`src/rtl/rb_tdadd.sv`:
```
module rb_tdadd #(
  parameter int N = 8
) (
  input  logic [2*N-1:0] x,
  input  logic [2*N-1:0] y,
  output logic [2*N+1:0] s
);

  function automatic logic signed [2:0] dig(input logic [1:0] c);
    case (c)
      2'b01:   return 3'sd1;
      2'b11:   return -3'sd1;
      default: return 3'sd0;
    endcase
  endfunction

  function automatic logic [1:0] enc(input logic signed [2:0] v);
    return {v[2], v != 3'sd0};
  endfunction

  logic signed [2:0] ic [N+1];
  logic signed [2:0] is_ [N];
  logic              tf [N+1];

  always_comb begin
    ic[0] = 3'sd0;
    tf[0] = 1'b0;
    for (int i = 0; i < N; i++) begin
      logic signed [2:0] sm;
      sm = dig(x[2*i +: 2]) + dig(y[2*i +: 2]);
      tf[i+1] = (x[2*i +: 2] == 2'b11) || (y[2*i +: 2] == 2'b11);
      case (sm)
        3'b010: begin ic[i+1] = 3'sd1;  is_[i] = 3'sd0; end
        3'b110: begin ic[i+1] = -3'sd1; is_[i] = 3'sd0; end
        3'b001: begin
          if (tf[i]) begin ic[i+1] = 3'sd0; is_[i] = 3'sd1; end
          else       begin ic[i+1] = 3'sd1; is_[i] = -3'sd1; end
        end
        3'b111: begin
          if (tf[i]) begin ic[i+1] = -3'sd1; is_[i] = 3'sd1; end
          else       begin ic[i+1] = 3'sd0;  is_[i] = -3'sd1; end
        end
        default: begin ic[i+1] = 3'sd0; is_[i] = 3'sd0; end
      endcase
    end
  end

  generate
    for (genvar g = 0; g < N; g++) begin : g_dig
      assign s[2*g +: 2] = enc(is_[g] + ic[g]);
    end
  endgenerate

  assign s[2*N +: 2] = enc(ic[N]);

endmodule


```
`config.mk`:
```
export PLATFORM = sky130hd
export DESIGN_NAME = rb_tdadd
export DESIGN_NICKNAME = d
export VERILOG_FILES = /design/src/rtl/rb_tdadd.sv
export SDC_FILE = /design/constraint.sdc
export NUM_CORES = 1
export LEC_CHECK = 0
export CORE_ASPECT_RATIO = 0.8
export CORE_MARGIN = 2
export CORE_UTILIZATION = 42
export DETAILED_ROUTE_END_ITERATION = 12
export PLACE_DENSITY = 0.81
export SLEW_MARGIN = 20
export SYNTH_ARGS = -nofsm -noshare
export SYNTH_HDL_FRONTEND = slang
export SYNTH_SLANG_ARGS = --single-unit
```
`constraint.sdc`:
```
create_clock -name vclk -period 3.7
set_input_delay 0.74 -clock vclk [all_inputs]
set_output_delay 0.74 -clock vclk [all_outputs]
set_load 0.01 [all_outputs]
```
==> metrics.csv <==
stage;metric;value;unit
run_status;status;finished, violations left;
global_routing;antenna_found_initial;0;
floorplan;die_w;65.4;µm
floorplan;io_pins;50;
final_layout;multi_input_area;0.00146;mm²
floorplan;die-area;0.00347;mm²
final_layout;fin_util;83.9;%
drt;detail_route.vias_per_cell;5.42;
power;power_leakage;1.08;nW
sta;setup-violations-final;4;
placed_design;dp.cells;262;
power;p_sw_share;45.6;%
sta;min_period_over_period;103;%
global_routing;grt_util_all_layers;23.4;%
worst_setup_path;path_max_fanout;3;
worst_hold_path;min_delay_worst_endpoint;s[10];
sta;setup_ws;-0.0955;ns
power;pwr-share-comb;100.0;%
synthesis;syn_avg_cell_area;7.77;µm²
synthesis;yosysSeqAreaShare;0;%
global_routing;grt_max_degree;7;
drt;first_iter_violations;41;
sta;period_needed;3.80;ns
global_routing;grt_pass1_wl;6430;µm
worst_setup_path;worst-setup-path-type;in2out;
power;clkPwrFrac;0;%
sta;finalHoldViolCount;0;
worst_setup_path;end_kind;output port;
final_layout;num-nets-final;309;
final_layout;seq_cell_count;0;
floorplan;die_h;53.1;µm
final_layout;drive_gt1_share;59.2;%
sta;slew_violations;0;
floorplan;start_util;45.1;%
global_routing;grt-ovfl-total;0;
worst_hold_path;whs_path_depth;7;
floorplan;row_count;17;
sta;slew-limit-headroom;66.6;%
floorplan;coreArea;0.00281;mm²
power;power.switching;0.242;mW
final_layout;synthToLayoutAreaGrowth;86.0;%
cts;ctsHoldBuffers;0;
drt;wl;4500;µm
global_routing;grt_pass1_vias;1577;
synthesis;synth_warnings;0;
final_layout;nClkBuffers;0;
placed_design;dpl.hpwl;2850;µm
power;power_frac_seq;0;%
final_layout;diodes;0;
worst_setup_path;cp.arrival;3.06;ns
drt;wire_per_inst;15.9;µm
placed_design;portBuffers;50;
placed_design;preCtsSetupSlack;-0.921;ns
drt;ant_nets;0;
final_layout;fillers;163;
power;powerDensity;225;mW/mm²
synthesis;synthDistinctLibCells;38;
drt;wl_met1;1690;µm
run;maxCapViolations;0;
worst_hold_path;hp-start;x[10];
worst_hold_path;hold_path_class;in2out;
drt;wl_met2;2450;µm
final_layout;fin_cells;283;
worst_setup_path;cp.required;2.96;ns
sta;rsz0062_at_grt;yes;
sta;worst_pin_slew;0.500;ns
drt;drcViolationCount;0;
synthesis;syn_inst;163;
drt;wl_met3;174;µm
sta;maxClockFrequency;0.263;GHz
drt;firstDrtPassIters;4;
placed_design;gp_congestion;0.801;
worst_setup_path;cp-start-kind;input port;
drt;routed.top_layer;met4;
synthesis;synth_area;0.00127;mm²
run_status;violations;negative setup slack;
synthesis;syn_nets;225;
power;internal-power;0.289;mW
drt;routed-via-count;1534;
final_layout;seqCellArea;0;µm²
power;peakVddDrop;0.000150;V
## Yosys cell counts, drive strengths merged
library cell	instances	share of area, %
ha	15	15
a31oi	3	1.5
a21o	2	1.2
and3	2	0.99
nor2b	6	3.0
a21boi	2	1.2
nand4b	1	0.69
xor2	4	2.8
buf	1	0.59
o2bb2ai	1	0.69
a22o	2	1.4
a22oi	6	4.0
a21bo	4	3.2
o211ai	1	0.59
or2	1	0.49
nand2b	4	2.0
a211oi	4	3.2
and3b	1	0.69
a31o	1	0.69
nor2	6	1.8
clkbuf	16	4.7
o21ai	6	2.4
o22a	1	0.69
fa	15	24
o21a	3	1.8
o221ai	1	0.69
nand3	2	0.79
and2	10	5.1
nand3b	4	2.4
a21oi	2	0.79
nand2	21	6.2
or3	5	2.5
inv	10	3.0
## cells in the final DEF (no fill, tap or decap), types with 6 or more instances in the layout
master	instances
fa_2	7
clkbuf_2	6
nand2_2	7
buf_2	13
buf_4	43
fa_1	8
ha_4	10
dlygate4sd2_1	9
and2_4	7
nand2_1	12
buf_6	15
## layer usage
metal  up-vias  global-route usage, %
met5         -                      0
met1       734                   23.9
met3        20                   1.49
met4         0                   7.64
li1        723                      -
met2        57                   50.3
## worst max-delay path by stage
stage	slack, ns	startpoint	endpoint
detailed placement	-0.92	y[2]	s[4]
finish	-0.1	x[4]	s[6]
CTS	-0.22	y[4]	s[6]
global route	-0.21	y[1]	s[2]
global placement	-0.85	x[2]	s[4]
floorplan	0.02	x[4]	s[6]
## cell type report
| cell class | count | share of cell area (%) |
|---|---|---|
| Tap cell | 38 | 2.02 |
| Multi-Input combinational cell | 136 | 61.9 |
| Inverter | 10 | 1.59 |
| Timing Repair Buffer | 99 | 34.5 |
## power by group through the flow
stage	clock network (mW)	registers, mW	logic [mW]
after floorplan	0	0	0.233
after global placement	0	0	0.420
after detailed placement	0	0	0.439
after CTS	0	0	0.462
after global routing	0	0	0.576
final	0	0	0.530
## through the flow
step	cell area, µm²	power [mW]	hold WS, ns	setup TNS [ns]
floorplan	1270	0.233	1.83	0
global placement	1960	0.420	2.68	-8.74
detailed placement	1960	0.439	2.69	-9.57
CTS	2210	0.462	2.21	-0.423
global route	2350	0.576	2.24	-0.767
finish	2350	0.530	2.19	-0.311
## logic make-up (layout without fill, tap and decap cells)
kind of cell	Yosys count	count (layout)	share of synthesized area, %
compound gates	39	39	23.8
xor+xnor	4	4	2.77
fa+ha+maj	30	30	38.5
buf+inv	27	109	8.30
simple gates	63	63	26.6
## repair_timing
action,4_1_cts,5_1_grt
buffers inserted,15,6
pin swaps,42,35
gates resized for setup,195,49
endpoints found under the setup margin,14,12
cloned,0,0
## critical path: stages
cell	delay, ns
buf_8	0.10
ha_4	0.15
fa_1	0.52
nand3b_1	0.14
and3b_1	0.18
a21o_1	0.15
ha_2	0.17
fa_1	0.44
or3_4	0.34
buf_6	0.13
Power figures use the tool's default switching activity.
